$ cat config.mk
export PLATFORM = sky130hd
export DESIGN_NAME = ir_rx_demod
export DESIGN_NICKNAME = d
export VERILOG_FILES = /design/src/rtl/ir_rx_pkg.sv /design/src/rtl/ir_carrier_meas.sv /design/src/rtl/ir_sample_pack.sv /design/src/rtl/ir_rx_fifo.sv /design/src/rtl/ir_rx_irq.sv /design/src/rtl/ir_rx_demod.sv
export SDC_FILE = /design/constraint.sdc
export NUM_CORES = 1
export LEC_CHECK = 0
export ABC_AREA = 1
export BUFFER_PORTS_ARGS = -buffer_cell sky130_fd_sc_hd__buf_4
export CORE_ASPECT_RATIO = 0.8
export CORE_MARGIN = 1
export CORE_UTILIZATION = 45
export DETAILED_ROUTE_END_ITERATION = 10
export SYNTH_ARGS = -nofsm -noshare
export SYNTH_HDL_FRONTEND = slang
export SYNTH_HIERARCHICAL = 1
export SYNTH_SLANG_ARGS = --single-unit
$ cat constraint.sdc
create_clock -name clk -period 4.1 [get_ports clk]
set_input_delay 0.615 -clock clk [delete_from_list [all_inputs] [get_ports clk]]
set_output_delay 0.615 -clock clk [all_outputs]
set_load 0.005 [all_outputs]
$ cat src/rtl/ir_rx_pkg.sv
package ir_rx_pkg;
  typedef enum logic [1:0] {
    CAUSE_NONE   = 2'b00,
    CAUSE_TXLOW  = 2'b01,
    CAUSE_RXDATA = 2'b10,
    CAUSE_OVR    = 2'b11
  } iid_cause_e;

  localparam int IE_TXLOW  = 0;
  localparam int IE_RXDATA = 1;
  localparam int IE_OVR    = 2;
endpackage

$ cat src/rtl/ir_carrier_meas.sv
module ir_carrier_meas #(
  parameter int LS_PRE  = 2,
  parameter int PER_W   = 10,
  parameter int CTR_W   = 8,
  parameter int SYNC_N  = 2
) (
  input  logic             clk,
  input  logic             rst_n,
  input  logic             ir_in,
  input  logic             hs_sel,
  input  logic             demod_en,
  input  logic [2:0]       range_n,
  input  logic [CTR_W-1:0] center,
  output logic             det
);
  localparam int CMP_W = ((PER_W + 1) > (CTR_W + 3)) ? (PER_W + 1) : (CTR_W + 3);
  localparam int PRE_W = (LS_PRE > 1) ? $clog2(LS_PRE) : 1;

  // input synchronizer chain
  logic [SYNC_N:0] sync_q;
  assign sync_q[0] = ir_in;
  for (genvar g = 0; g < SYNC_N; g++) begin : g_sync
    always_ff @(posedge clk or negedge rst_n) begin
      if (!rst_n) sync_q[g+1] <= 1'b0;
      else        sync_q[g+1] <= sync_q[g];
    end
  end

  logic lvl, lvl_d, rise;
  assign lvl = sync_q[SYNC_N];
  always_ff @(posedge clk or negedge rst_n) begin
    if (!rst_n) lvl_d <= 1'b0;
    else        lvl_d <= lvl;
  end
  assign rise = lvl & ~lvl_d;

  // tick generation: one per clock in the high band, prescaled in the low band
  logic tick;
  if (LS_PRE > 1) begin : g_pre
    logic [PRE_W-1:0] pre_q;
    always_ff @(posedge clk or negedge rst_n) begin
      if (!rst_n)                             pre_q <= '0;
      else if (pre_q == PRE_W'(LS_PRE - 1))   pre_q <= '0;
      else                                    pre_q <= pre_q + 1'b1;
    end
    assign tick = hs_sel | (pre_q == PRE_W'(LS_PRE - 1));
  end else begin : g_nopre
    assign tick = 1'b1;
  end

  // edge spacing measurement
  logic [PER_W-1:0] per_q;
  logic [CMP_W-1:0] meas, ctr_x, tol, diff;
  logic             in_win, too_long;
  logic             lock_q;

  always_comb begin
    meas = CMP_W'(per_q) + CMP_W'(tick);
    ctr_x = CMP_W'(center);
    tol  = (CMP_W'(center) * CMP_W'(range_n)) >> 4;
    diff = (meas > ctr_x) ? (meas - ctr_x) : (ctr_x - meas);
    in_win   = (diff <= tol);
    too_long = (CMP_W'(per_q) > (ctr_x << 1));
  end

  always_ff @(posedge clk or negedge rst_n) begin
    if (!rst_n) begin
      per_q  <= '0;
      lock_q <= 1'b0;
    end else if (rise) begin
      per_q  <= '0;
      lock_q <= in_win;
    end else begin
      if (tick && (per_q != '1)) per_q <= per_q + 1'b1;
      if (too_long)              lock_q <= 1'b0;
    end
  end

  assign det = demod_en ? lock_q : lvl;

  AST_LOCK_NEEDS_EDGE: assert property (@(posedge clk) disable iff (!rst_n)
    $rose(lock_q) |-> $past(rise));
  AST_NO_LOCK_LONG_GAP: assert property (@(posedge clk) disable iff (!rst_n)
    (!rise && CMP_W'(per_q) > (CMP_W'(center) << 1)) |=> !lock_q || $past(rise));
endmodule

$ cat src/rtl/ir_sample_pack.sv
module ir_sample_pack #(
  parameter int SAMPLE_DIV = 64
) (
  input  logic       clk,
  input  logic       rst_n,
  input  logic       rx_en,
  input  logic       idle_mode,
  input  logic       det,
  output logic       byte_v,
  output logic [7:0] byte_q
);
  localparam int DIV_W = (SAMPLE_DIV > 1) ? $clog2(SAMPLE_DIV) : 1;

  logic [DIV_W-1:0] div_q;
  logic [2:0]       bit_q;
  logic [6:0]       sh_q;
  logic             stb;
  logic [7:0]       full_byte;

  assign stb       = rx_en && (div_q == DIV_W'(SAMPLE_DIV - 1));
  assign full_byte = {sh_q, det};

  always_ff @(posedge clk or negedge rst_n) begin
    if (!rst_n) begin
      div_q  <= '0;
      bit_q  <= '0;
      sh_q   <= '0;
      byte_v <= 1'b0;
      byte_q <= '0;
    end else if (!rx_en) begin
      div_q  <= '0;
      bit_q  <= '0;
      sh_q   <= '0;
      byte_v <= 1'b0;
    end else begin
      byte_v <= 1'b0;
      if (stb) begin
        div_q <= '0;
        bit_q <= bit_q + 1'b1;
        sh_q  <= full_byte[6:0];
        if (bit_q == 3'd7) begin
          byte_q <= full_byte;
          byte_v <= !(idle_mode && (full_byte == 8'h00));
        end
      end else begin
        div_q <= div_q + 1'b1;
      end
    end
  end

  AST_DISABLED_QUIET: assert property (@(posedge clk) disable iff (!rst_n)
    !rx_en |=> (div_q == '0) && !byte_v);
  AST_IDLE_NO_SPACE: assert property (@(posedge clk) disable iff (!rst_n)
    byte_v |-> (byte_q != 8'h00) || !$past(idle_mode));
endmodule

$ cat src/rtl/ir_rx_fifo.sv
module ir_rx_fifo #(
  parameter int DEPTH = 32,
  parameter int CW    = $clog2(DEPTH + 1)
) (
  input  logic          clk,
  input  logic          rst_n,
  input  logic          push,
  input  logic [7:0]    push_data,
  output logic          out_valid,
  input  logic          out_ready,
  output logic [7:0]    out_data,
  output logic [CW-1:0] count,
  output logic          pop,
  output logic          ovr_evt
);
  localparam int AW = (DEPTH > 1) ? $clog2(DEPTH) : 1;

  logic [7:0]    mem [DEPTH];
  logic [AW-1:0] wr_q, rd_q;
  logic          full, push_ok;

  assign full      = (count == CW'(DEPTH));
  assign out_valid = (count != '0);
  assign pop       = out_valid && out_ready;
  assign push_ok   = push && (!full || pop);
  assign ovr_evt   = push && !push_ok;
  assign out_data  = mem[rd_q];

  always_ff @(posedge clk) begin
    if (push_ok) mem[wr_q] <= push_data;
  end

  always_ff @(posedge clk or negedge rst_n) begin
    if (!rst_n) begin
      wr_q  <= '0;
      rd_q  <= '0;
      count <= '0;
    end else begin
      if (push_ok) wr_q <= (wr_q == AW'(DEPTH - 1)) ? '0 : wr_q + 1'b1;
      if (pop)     rd_q <= (rd_q == AW'(DEPTH - 1)) ? '0 : rd_q + 1'b1;
      case ({push_ok, pop})
        2'b10:   count <= count + 1'b1;
        2'b01:   count <= count - 1'b1;
        default: count <= count;
      endcase
    end
  end

  AST_NO_OVERFLOW: assert property (@(posedge clk) disable iff (!rst_n)
    count <= CW'(DEPTH));
  AST_HEAD_HELD: assert property (@(posedge clk) disable iff (!rst_n)
    (out_valid && !out_ready) |=> out_valid && $stable(out_data));
  AST_DROP_KEEPS_FULL: assert property (@(posedge clk) disable iff (!rst_n)
    ovr_evt |=> (count == CW'(DEPTH)));
endmodule

$ cat src/rtl/ir_rx_irq.sv
module ir_rx_irq
  import ir_rx_pkg::*;
#(
  parameter int TO_CYCLES = 4096
) (
  input  logic       clk,
  input  logic       rst_n,
  input  logic       ovr_evt,
  input  logic       nonempty,
  input  logic       pop,
  input  logic       tx_low,
  input  logic [2:0] ie,
  input  logic       iid_rd,
  output logic       fifo_timeout,
  output logic [2:0] iid,
  output logic       irq
);
  localparam int TO_W = (TO_CYCLES > 1) ? $clog2(TO_CYCLES) : 1;

  logic            ovr_q;
  logic [TO_W-1:0] to_cnt_q;
  iid_cause_e      cause;

  always_ff @(posedge clk or negedge rst_n) begin
    if (!rst_n)       ovr_q <= 1'b0;
    else if (ovr_evt) ovr_q <= 1'b1;
    else if (iid_rd)  ovr_q <= 1'b0;
  end

  always_ff @(posedge clk or negedge rst_n) begin
    if (!rst_n) begin
      to_cnt_q     <= '0;
      fifo_timeout <= 1'b0;
    end else if (!nonempty || pop) begin
      to_cnt_q     <= '0;
      fifo_timeout <= 1'b0;
    end else if (to_cnt_q == TO_W'(TO_CYCLES - 1)) begin
      fifo_timeout <= 1'b1;
    end else begin
      to_cnt_q <= to_cnt_q + 1'b1;
    end
  end

  always_comb begin
    if (ovr_q && ie[IE_OVR])               cause = CAUSE_OVR;
    else if (nonempty && ie[IE_RXDATA])    cause = CAUSE_RXDATA;
    else if (tx_low && ie[IE_TXLOW])       cause = CAUSE_TXLOW;
    else                                   cause = CAUSE_NONE;
  end

  assign iid = {cause, cause != CAUSE_NONE};
  assign irq = iid[0];

  AST_OVR_STICKY: assert property (@(posedge clk) disable iff (!rst_n)
    (ovr_q && !iid_rd) |=> ovr_q);
  AST_TIMEOUT_CLEARS: assert property (@(posedge clk) disable iff (!rst_n)
    pop |=> !fifo_timeout);
  AST_NO_IRQ_MASKED: assert property (@(posedge clk) disable iff (!rst_n)
    (ie == 3'b000) |-> !irq);
endmodule

$ cat src/rtl/ir_rx_demod.sv
module ir_rx_demod #(
  parameter int SAMPLE_DIV = 64,
  parameter int LS_PRE     = 2,
  parameter int FIFO_DEPTH = 32,
  parameter int TO_CYCLES  = 4096,
  parameter int PER_W      = 10,
  parameter int CTR_W      = 8,
  parameter int CNT_W      = $clog2(FIFO_DEPTH + 1)
) (
  input  logic             clk,
  input  logic             rst_n,
  input  logic             ir_in,
  input  logic             rx_en,
  input  logic             demod_en,
  input  logic             hs_sel,
  input  logic [2:0]       range_n,
  input  logic [CTR_W-1:0] center,
  input  logic             idle_mode,
  input  logic [2:0]       ie,
  input  logic             tx_low,
  input  logic             iid_rd,
  output logic             out_valid,
  input  logic             out_ready,
  output logic [7:0]       out_data,
  output logic [CNT_W-1:0] fifo_count,
  output logic             rx_active,
  output logic             fifo_timeout,
  output logic [2:0]       iid,
  output logic             irq
);
  logic       det;
  logic       byte_v;
  logic [7:0] byte_q;
  logic       pop, ovr_evt;

  ir_carrier_meas #(
    .LS_PRE (LS_PRE),
    .PER_W  (PER_W),
    .CTR_W  (CTR_W),
    .SYNC_N (2)
  ) u_meas (
    .clk      (clk),
    .rst_n    (rst_n),
    .ir_in    (ir_in),
    .hs_sel   (hs_sel),
    .demod_en (demod_en),
    .range_n  (range_n),
    .center   (center),
    .det      (det)
  );

  ir_sample_pack #(
    .SAMPLE_DIV (SAMPLE_DIV)
  ) u_pack (
    .clk       (clk),
    .rst_n     (rst_n),
    .rx_en     (rx_en),
    .idle_mode (idle_mode),
    .det       (det),
    .byte_v    (byte_v),
    .byte_q    (byte_q)
  );

  ir_rx_fifo #(
    .DEPTH (FIFO_DEPTH),
    .CW    (CNT_W)
  ) u_fifo (
    .clk       (clk),
    .rst_n     (rst_n),
    .push      (byte_v),
    .push_data (byte_q),
    .out_valid (out_valid),
    .out_ready (out_ready),
    .out_data  (out_data),
    .count     (fifo_count),
    .pop       (pop),
    .ovr_evt   (ovr_evt)
  );

  ir_rx_irq #(
    .TO_CYCLES (TO_CYCLES)
  ) u_irq (
    .clk          (clk),
    .rst_n        (rst_n),
    .ovr_evt      (ovr_evt),
    .nonempty     (out_valid),
    .pop          (pop),
    .tx_low       (tx_low),
    .ie           (ie),
    .iid_rd       (iid_rd),
    .fifo_timeout (fifo_timeout),
    .iid          (iid),
    .irq          (irq)
  );

  assign rx_active = det;

  AST_ACTIVE_RAW: assert property (@(posedge clk) disable iff (!rst_n)
    (!demod_en && !$past(ir_in) && !$past(ir_in, 2) && !$past(ir_in, 3)) |-> !rx_active);
endmodule

==> metrics.md, run 1 <==
| Metric | Value |
|---|---|
| Outcome | finished, final reports clean |
| Final hold vios | 0 |
| Ports | 45 |
| Share of cells above drive strength 1 | a little over an eighth |
| Clock slew at reported path FFs | 0.06 ns |
| Share of the synthesized area in the top cell type | a little under half |
| Top cells by count, synth | 583 x nand2_1, 256 x edfxtp_1, 246 x inv_1 |
| Leakage power | 0.008636 uW |
| DR iter-0 viols | between 800 and 900 |
| All-Layer GR Usage | between 20% and 30% |
| Post-Synthesis Cells | ~1800 |
| Ys async rst share | between 20% and 30% |
| CP arrival | between 4 and 5 ns |
| Max Fanout on Critical Path | 5 |
| Top area cells in the synthesized netlist | edfxtp_1 46%, nand2_1 13%, dfrtp_1 11%, nand3_1 6.3%, inv_1 5.6% |
| Crit path buffers/inverters | 6 |
| Initial antenna violation count | 0 |
| Seq cells post-synth | 326 |
| First-pass DRT Iterations | 8 |
| Worst VDD drop | between 300 and 400 uV |
| Depth of the most critical reg-to-reg path | 33 |
| Final setup fails | 0 |
| Vias in the first global route | between 10000 and 15000 |
| F_max | around 0.26 GHz |
| Initial Util | between 40 and 50% |
| Syn Nets | approximately 1900 |
| Top cell type by total area after synthesis | edfxtp_1 |
| Post-route minimum period | around 3.8 ns |
| Most used DFF post-synth | edfxtp_1 |
| Setup slack after layout | around 0.3 ns |
| Max Clock Skew | about 0.017 ns |
| Number of antenna diodes | 0 |
| Reg2reg end | u_meas/lock_q |
| Worst Setup End Kind | flop |
| # port buffers | 44 |
| Bufs on Longest Clock Path | 3 |
| CP Launch Point | u_meas/g_pre.pre_q |
| GRT Residual Overflow | 0 |
| Die area | 37690 sq um |
| Crit path kind | flop to flop |
| Netlist cell types | 46 |
| Detailed Route WL | 39.12 mm |
| Worst Path Required | ~4.5 ns |
| Filler cell count | around 3300 |
| Slew Limit Fails | 0 |
| DIE WIDTH | 216.8 microns |
| Via Count | about 12000 |
| Die Y | about 170 microns |
| Relative slew slack | between 30% and 40% |
| Worst R2R Start | u_meas/g_pre.pre_q |
| Layout Nets | about 2000 |
| TritonCTS clock tree | done |
| Core box area | 36150 sq um |
| Dpl ws | -0.4390 ns |
| Global-route wire length before repair | ~62 mm |
| CTS buffer count | 35 |
| Seq/Total Area, Yosys | roughly 57% |
| Yosys warnings | 6 |
| CP max stage cell | dfrtp_1 |
| Vias per cell | 5.064 |
| PD cells | between 500 and 600 nW/um^2 |
| Row count | 62 |
| Crit-path max cell delay | around 0.37 ns |
| Num Clock Sinks | approximately 330 |
| Worst slew pin tran | about 0.9 ns |
| Hpwl dp | approximately 25 mm |
| MaxCap Viol Count | 0 |
| Critical Path Start Type | flop |
| R2r setup slk | slightly below 0.3 ns |
| CP most frequent cell | nand2_1 |
| Clock root cell | clkbuf_16 |
| Placer Congestion | roughly 0.86 |
| Syn Area/Cell | 9.207 sq um |
| Period utilisation layout | 92.87% |
| Largest net degree at the start of global routing | between 100 and 150 |
| Mapped Area | between 15000 and 20000 sq um |
| Clk_lat worst skew | 0.52 ns |
| CP top delay family | simple AND/OR/NAND/NOR gates |
| H-tree depth | 2 |
| Post-synth EDFFs | approximately 260 |
| Detail Route Antenna Nets | 0 |
| Routed WL per cell | 16.37 microns |
| Most common cell in the netlist | nand2_1 |
| Min-Delay Path Class | input port to async pin |
| Synthesis-to-layout area growth | 14.76% |
| Post-route DRC | 0 |
| Total power | about 10000 uW |
-- cells by family after synthesis --
logic type	share of synthesized area, %
simple gates	25.36
compound gates	3.465
buf+inv	7.669
fa+ha+maj	5.454
flops	56.83
xor+xnor	1.160
mux	0.06027
-- cell usage in the layout, fill, tap and decap left out, types with 3 or more instances in the layout --
master / n
dfrtp_1: 68
nor2_2: 8
edfxtp_1: 256
nand4_1: 15
nand2_4: 6
buf_4: 100
clkinv_1: 10
nor2_1: 96
xor2_1: 8
inv_2: 10
bufinv_16: 3
a211oi_1: 3
o21ai_1: 5
a21oi_2: 3
o21bai_1: 3
inv_1: 240
fa_1: 9
nand3_1: 208
clkbuf_1: 9
ha_4: 8
or2_2: 4
nand3b_1: 4
xor2_2: 4
nor3_1: 10
o211ai_1: 9
nand3_2: 7
nand2_1: 574
nand2_2: 23
clkinv_2: 5
o21ai_0: 26
ha_1: 49
clkbuf_16: 38
o21ai_2: 3
nor2_4: 9
xnor2_1: 9
a21oi_1: 42
-- registers in the layout (all words and copies together) (netlist names), 3 cells and up --
signal / count
u_meas/per_q: 10
u_fifo/rd_q: 5
u_fifo/mem: 256
u_irq/to_cnt_q: 12
u_pack/sh_q: 7
u_pack/byte_q: 8
u_pack/div_q: 6
u_fifo/wr_q: 5
u_pack/bit_q: 3
u_fifo/count: 6
-- layout make-up --
| type | count | area, sq um | area share [%] |
|---|---|---|---|
| Multi-Input combinational cell | 1162 | 6113 | 32.07 |
| Timing Repair Buffer | 102 | 782.0 | 4.102 |
| Clock inverter | 14 | 148.9 | 0.7811 |
| Clock buffer | 48 | 998.5 | 5.238 |
| Sequential cell | 326 | 9444 | 49.54 |
| Inverter | 258 | 974.7 | 5.113 |
| Tap cell | 480 | 600.6 | 3.151 |
-- power breakdown --
part	switching, uW	leakage (uW)	internal [uW]
clock	1250	0.000558	1900
combinational	2060	0.00432	1100
sequential	144	0.00376	3610
total	3450	0.00864	6610
-- how the worst max path moves through the flow --
| stage | cells after the start | endpoint |
|---|---|---|
| after global placement | 32 | u_meas/lock_q |
| after detailed placement | 32 | u_meas/lock_q |
| after CTS | 32 | u_meas/lock_q |
| after global routing | 33 | u_meas/lock_q |
| after floorplan | 32 | u_meas/lock_q |
| final | 33 | u_meas/lock_q |
-- through the flow --
stage	instance area, sq um	cells	hold WS (ns)	setup TNS [ns]	util, %
3_5_place_dp	17690	2323	0.3347	-0.4390	48.95
4_1_cts	18870	2387	0.1497	0	52.19
3_3_place_gp	17690	2323	0.3339	-0.3745	48.95
6_report	19060	2390	0.1447	0	52.73
5_1_grt	19060	2390	0.1820	-0.01116	52.73
2_1_floorplan	16640	1804	0.3194	0	-
-- routing by layer --
metal | wire (microns) | track usage [%] | up-vias
met5 | 0 | 0.6410 | -
met4 | 419 | 4.343 | 0
met3 | 2137 | 2.947 | 35
met2 | 17200 | 31.65 | 287
met1 | 19370 | 32.61 | 5760
li1 | - | - | 6022
-- worst reg2reg max path: cells and delay by family, from the launching register on --
family | cells | cell delay (ns)
AOI/OAI and AO/OA | 2 | 0.26
xor gates and xnor gates | 2 | 0.27
adders and majority gates | 4 | 0.95
buffers and inverters | 6 | 0.45
DFF | 1 | 0.37
and+or+nand+nor | 19 | 1.43
-- timing repair --
item	CTS	global route
endpoints found under the hold margin	0	0
resized for setup	4	36
setup buffers	2	3
hold buffers	0	0
pin swaps	3	14
endpoints found under the setup margin	1	1
(Power assumes the default switching activity.)
==> run 2, diff against run 1 <==
PLACE_DENSITY_LB_ADDON = 0.08   (was default)
clock period = 3.4 ns   (was 4.1 ns; I/O delays follow)
==> run 2 against run 1 <==
Core utilization rose by 1.6 points. Total power is 22% higher. Sequential cell count unchanged. Register-to-register slack worse by 0.77 ns. Non-clock buffer count increased by 79. Via count up 0.76%. Fmax is 1.9% lower. The run now ends with setup timing left. Critical path depth did not move. Clock power up 19%.
==> metrics.md, run 2 (synthesized netlist as in run 1, its figures left out) <==
| Metric | Value |
|---|---|
| Number of antenna diodes | 0 |
| CP Capture Point | u_meas/lock_q |
| Outcome | complete, but fails checks |
| Vias per cell | just under 5 |
| # port buffers | 44 |
| Filler cell count | 3300 |
| Crit-path max cell delay | roughly 0.38 ns |
| Die Y | about 170 microns |
| Placer Congestion | slightly above 0.8 |
| GRT Residual Overflow | 0 |
| Global-route wire length before repair | around 65 mm |
| Worst VDD drop | 725.6 uV |
| RSZ-0062 raised after global routing | true |
| Number of cells on the critical path | 33 |
| Setup slack after layout | -0.4804 ns |
| TritonCTS clock tree | done |
| Slew Limit Fails | 0 |
| Max Clock Skew | approximately 0.024 ns |
| Max Fanout on Critical Path | 4 |
| Hpwl dp | about 27 mm |
| Worst R2R Start | u_meas/g_pre.pre_q |
| Reg area | 9444 sq um |
| Detail Route Antenna Nets | 0 |
| First-pass DRT Iterations | 7 |
| Violated checks | setup timing |
| Critical Path Start Type | flop |
| MaxCap Viol Count | 0 |
| Vias in the first global route | about 12000 |
| DIE WIDTH | ~220 microns |
| DR iter-0 viols | roughly 950 |
| CP top delay family | simple AND/OR/NAND/NOR gates |
| Share of cells above drive strength 1 | between 10% and 20% |
| F_max | around 0.26 GHz |
| Worst slew pin tran | 1.015 ns |
| Most frequent cells in the layout | 578 x nand2_1, 256 x edfxtp_1, 241 x inv_1 |
| Layout Nets | between 2000 and 2500 |
| Crit path kind | flop to flop |
| Core box area | 36150 sq um |
| Largest register FFs | ~260 |
| CP max stage cell | dfrtp_1 |
| H-tree depth | 2 |
| Post-route DRC | 0 |
| CP most frequent cell | nand2_1 |
| Final setup fails | 1 |
| Num Clock Sinks | about 330 |
| Reg2reg end | u_meas/lock_q |
| Clk_lat worst skew | 0.54 ns |
| Ports | 45 |
| Depth of the most critical reg-to-reg path | 33 |
| Initial antenna violation count | 0 |
| Commonest non-fill, non-tap cell in the layout | nand2_1 |
| Relative slew slack | between 30% and 40% |
| R2r setup slk | -0.48 ns |
| Multi-input gate area | 6096 sq um |
| Initial Util | 45.95% |
| Clock slew at reported path FFs | roughly 0.060 ns |
| Final hold vios | 0 |
| Min-Delay Path Class | input port to flop |
| Post-route minimum period | between 3 and 4 ns |
| Worst Path Required | between 3 and 4 ns |
| PD cells | ~620 nW/um^2 |
| Largest net degree at the start of global routing | 116 |
| Synthesis-to-layout area growth | 18.27% |
| Routed WL per cell | 16.70 microns |
| Clock root cell | clkbuf_16 |
| Biggest register | u_fifo/mem |
| Largest registers | u_fifo/mem: 256 flops, u_irq/to_cnt_q: 12 flops, u_meas/per_q: 10 flops |
| CP arrival | approximately 4.3 ns |
| Leakage power | between 0.009 and 0.01 uW |
| All-Layer GR Usage | between 20% and 30% |
| Bufs on Longest Clock Path | 3 |
| Via Count | approximately 12000 |
| Crit path buffers/inverters | 3 |
| Die area | around 38000 sq um |
| Dpl ws | -0.9302 ns |
| Period utilisation layout | 114.1% |
| CP Launch Point | u_meas/g_pre.pre_q |
| Row count | a little over 60 |
| CTS buffer count | 34 |
| Detailed Route WL | 41.22 mm |
| Worst Setup End Kind | flop |
| Post-route setup TNS | -0.4804 ns |
| Util after Layout | a little over half |
-- run 2: cell types whose count changed in the layout (fill, tap and decap cells not counted), moves of 2 or more --
cell,previous run,this run
clkinv_1,10,7
nand2_2,23,20
buf_12,1,4
clkinv_2,5,9
nand2_1,574,578
clkbuf_16,38,36
buf_4,100,175
clkinv_4,2,0
-- run 2: stage by stage --
stage	hold slack [ns]	instances	instance area (sq um)	total power, uW
floorplan	0.2144	1804	16670	7055
global placement	0.3396	2399	18330	8466
detailed placement	0.3492	2399	18330	8495
CTS	0.06773	2466	19600	12370
global route	0.07503	2468	19640	12950
finish	0.09775	2468	19640	12220
-- run 2: repair_timing --
item                       4_1_cts  5_1_grt
pin swaps                       23        6
resized for setup               21        4
setup endpoints to repair        1        1
setup buffers                    6        2
hold buffers                     0        0
-- run 2: routing by layer --
| metal | vias up | GRT usage (%) | share of wire [%] |
|---|---|---|---|
| li1 | 6169 | - | - |
| met1 | 5729 | 33.23 | 48 |
| met2 | 251 | 34.16 | 45 |
| met3 | 47 | 3.175 | 5.1 |
| met4 | 0 | 5.076 | 1.6 |
| met5 | - | 0 | 0 |
-- run 2: layout make-up --
cell class,instances,area share [%]
clock buffers,47,4.847
flip-flops and latches,326,48.08
well taps,480,3.057
clock inverters,14,0.8153
inverters,258,4.962
repair buffers,181,7.210
multi-input cells,1162,31.03
-- run 2: power by group --
part	internal [uW]	total (uW)	switching (uW)
clock	2200	3750	1540
sequential	4350	4540	185
combinational	1430	3940	2500
total	7990	12200	4230
-- run 2: worst min-delay path by stage --
stage                     startpoint                to  cells past startpoint
floorplan                      rst_n   u_fifo/count[0]                      0
global placement    u_meas/sync_q[1]        u_meas/lvl                      0
detailed placement  u_meas/sync_q[1]        u_meas/lvl                      0
CTS                            ir_in  u_meas/sync_q[1]                      1
global route                   ir_in  u_meas/sync_q[1]                      1
finish                         ir_in  u_meas/sync_q[1]                      1
==> run 3, diff against run 2 <==
CORE_MARGIN = 2   (was 1)
==> run 3 against run 2 <==
Largest cell class unchanged. Count of clock-buffer cells in the layout rose by 1. Total power fell by 0.20%. Highest routed layer unchanged. The run still ends with setup timing left. Hold slack barely moved. Clock skew fell by 0.0051 ns.
==> metrics.md, run 3 (synthesized netlist as in run 1, its figures left out) <==
| Metric | Value |
|---|---|
| # port buffers | 44 |
| Via Count | ~12000 |
| Bufs on Longest Clock Path | 3 |
| Largest register FFs | between 200 and 300 |
| Total power | about 12000 uW |
| TritonCTS clock tree | done |
| Crit path kind | flop to flop |
| CP most frequent cell | nand2_1 |
| Num Clock Sinks | about 330 |
| Number of antenna diodes | 0 |
| Clk_lat worst skew | around 0.53 ns |
| Max Fanout on Critical Path | 4 |
| Finished Cell Area | between 15000 and 20000 sq um |
| Clock root cell | clkbuf_16 |
| Layout Nets | approximately 2100 |
| GRT Residual Overflow | 0 |
| F_max | 0.2560 GHz |
| Vias in the first global route | ~12000 |
| Period utilisation layout | 114.9% |
| Worst slew pin tran | approximately 1.1 ns |
| Worst Setup End Kind | flop |
| Detailed Route WL | between 40 and 50 mm |
| Final hold vios | 0 |
| Die Y | around 180 microns |
| Biggest register | u_fifo/mem |
| Placed instance area | between 15000 and 20000 sq um |
| Slew Limit Fails | 0 |
| Largest registers | u_fifo/mem: 256 flops, u_irq/to_cnt_q: 12 flops, u_meas/per_q: 10 flops |
| Core box area | 36150 sq um |
| Global-route wire length before repair | 66.85 mm |
| RSZ-0062 raised after global routing | true |
| Detail Route Antenna Nets | 0 |
| Placer Congestion | ~0.86 |
| Post-route setup TNS | -0.5057 ns |
| Outcome | complete, but fails checks |
| Filler cell count | ~3300 |
| WHS | ~0.1 ns |
| DR iter-0 viols | 1101 |
| Reg area | 9444 sq um |
| Worst Path Required | around 3.9 ns |
| Post-route minimum period | approximately 4 ns |
| All-Layer GR Usage | between 20% and 30% |
| H-tree depth | 2 |
| Clock slew at reported path FFs | 0.08 ns |
| Row count | 62 |
| Share of cells above drive strength 1 | 16.02% |
| Routed WL per cell | about 17 microns |
| First-pass DRT Iterations | 5 |
| Hold-fix buffers at CTS | 0 |
| Critical Path Start Type | flop |
| Synthesis-to-layout area growth | 17.91% |
| Most frequent cells in the layout | 576 x nand2_1, 256 x edfxtp_1, 242 x inv_1 |
| CP arrival | 4.38 ns |
| Leakage power | 0.008989 uW |
| Max Clock Skew | ~0.019 ns |
| Initial antenna violation count | 1 |
| Initial Util | approximately 46% |
| Largest net degree at the start of global routing | between 70 and 80 |
| DIE WIDTH | 218.8 microns |
| Worst VDD drop | 470.1 uV |
| Commonest non-fill, non-tap cell in the layout | nand2_1 |
| Min-Delay Path Class | input port to async pin |
| Hpwl dp | about 28 mm |
| Die area | 38470 sq um |
| Final setup fails | 1 |
| Vias per cell | around 5.0 |
| Depth of the most critical reg-to-reg path | 32 |
| PD cells | a little over 600 nW/um^2 |
| MaxCap Viol Count | 0 |
| Violated checks | setup timing |
| Post-route DRC | 0 |
| CTS buffer count | 35 |
| CP max stage cell | dfrtp_1 |
| Ports | between 40 and 50 |
| Relative slew slack | about 25% |
| Crit-path max cell delay | 0.38 ns |
| Multi-input gate area | just over 6000 sq um |
| Setup slack after layout | -0.5057 ns |
-- run 3: changes by cell type in the layout (fill, tap and decap cells not counted), sizes merged --
cell      previous run  this run
buf                181       177
clkbuf              47        48
clkinvlp             0         1
inv                253       254
bufinv               3         1
-- run 3: area by class of cell --
class | instances | area share (%)
Inverter | 258 | 4.977
Timing Repair Buffer | 177 | 7.117
Multi-Input combinational cell | 1162 | 31.20
Clock buffer | 48 | 4.824
Clock inverter | 14 | 0.5942
Tap cell | 480 | 3.067
Sequential cell | 326 | 48.22
-- run 3: timing repair --
item,CTS,global route
setup buffers,8,1
hold endpoints to repair,0,0
endpoints found under the setup margin,1,1
pin swaps,24,11
gates resized for setup,17,12
-- run 3: final timing paths --
path | startpoint | slack [ns] | end
worst min register to register | u_meas/sync_q[1] | 0.37 | u_meas/lvl
min in group clk | ir_in | 0.10 | u_meas/sync_q[1]
worst max-delay path | u_meas/g_pre.pre_q | -0.51 | u_meas/lock_q
worst max register to register | u_meas/g_pre.pre_q | -0.51 | u_meas/lock_q
max in group asynchronous | rst_n | 2.59 | u_fifo/rd_q[0]
worst min-delay path | rst_n | 0.1 | u_irq/fifo_timeout
-- run 3: critical path, delay by kind of cell (launching register included) --
kind / cells / cell delay, ns
AND/OR/NAND/NOR: 17 / 1.28
XOR/XNOR: 2 / 0.33
buffers and inverters: 3 / 0.22
AO/OA/AOI/OAI: 6 / 0.75
flip-flops: 1 / 0.38
adder cells (fa/ha/maj): 4 / 0.86
-- run 3: power by group --
| group | switching (uW) | total (uW) | internal (uW) |
|---|---|---|---|
| Combinational | 2590 | 4050 | 1450 |
| Clock | 1580 | 3620 | 2040 |
| Sequential | 179 | 4530 | 4350 |
-- run 3: layer usage --
metal,up-vias,wire length (microns),global-route usage (%)
li1,6154,-,-
met1,5866,20540,34.73
met2,302,18930,34.56
met3,42,2407,2.719
met4,0,544,4.420
met5,-,0,0
-- run 3: metrics by stage --
step	util (%)	setup WS [ns]	cells
2_1_floorplan	-	-0.4468	1804
3_3_place_gp	50.60	-0.8213	2394
3_5_place_dp	50.60	-0.8772	2394
4_1_cts	53.97	-0.4679	2464
5_1_grt	54.17	-0.7755	2465
6_report	54.17	-0.5057	2465
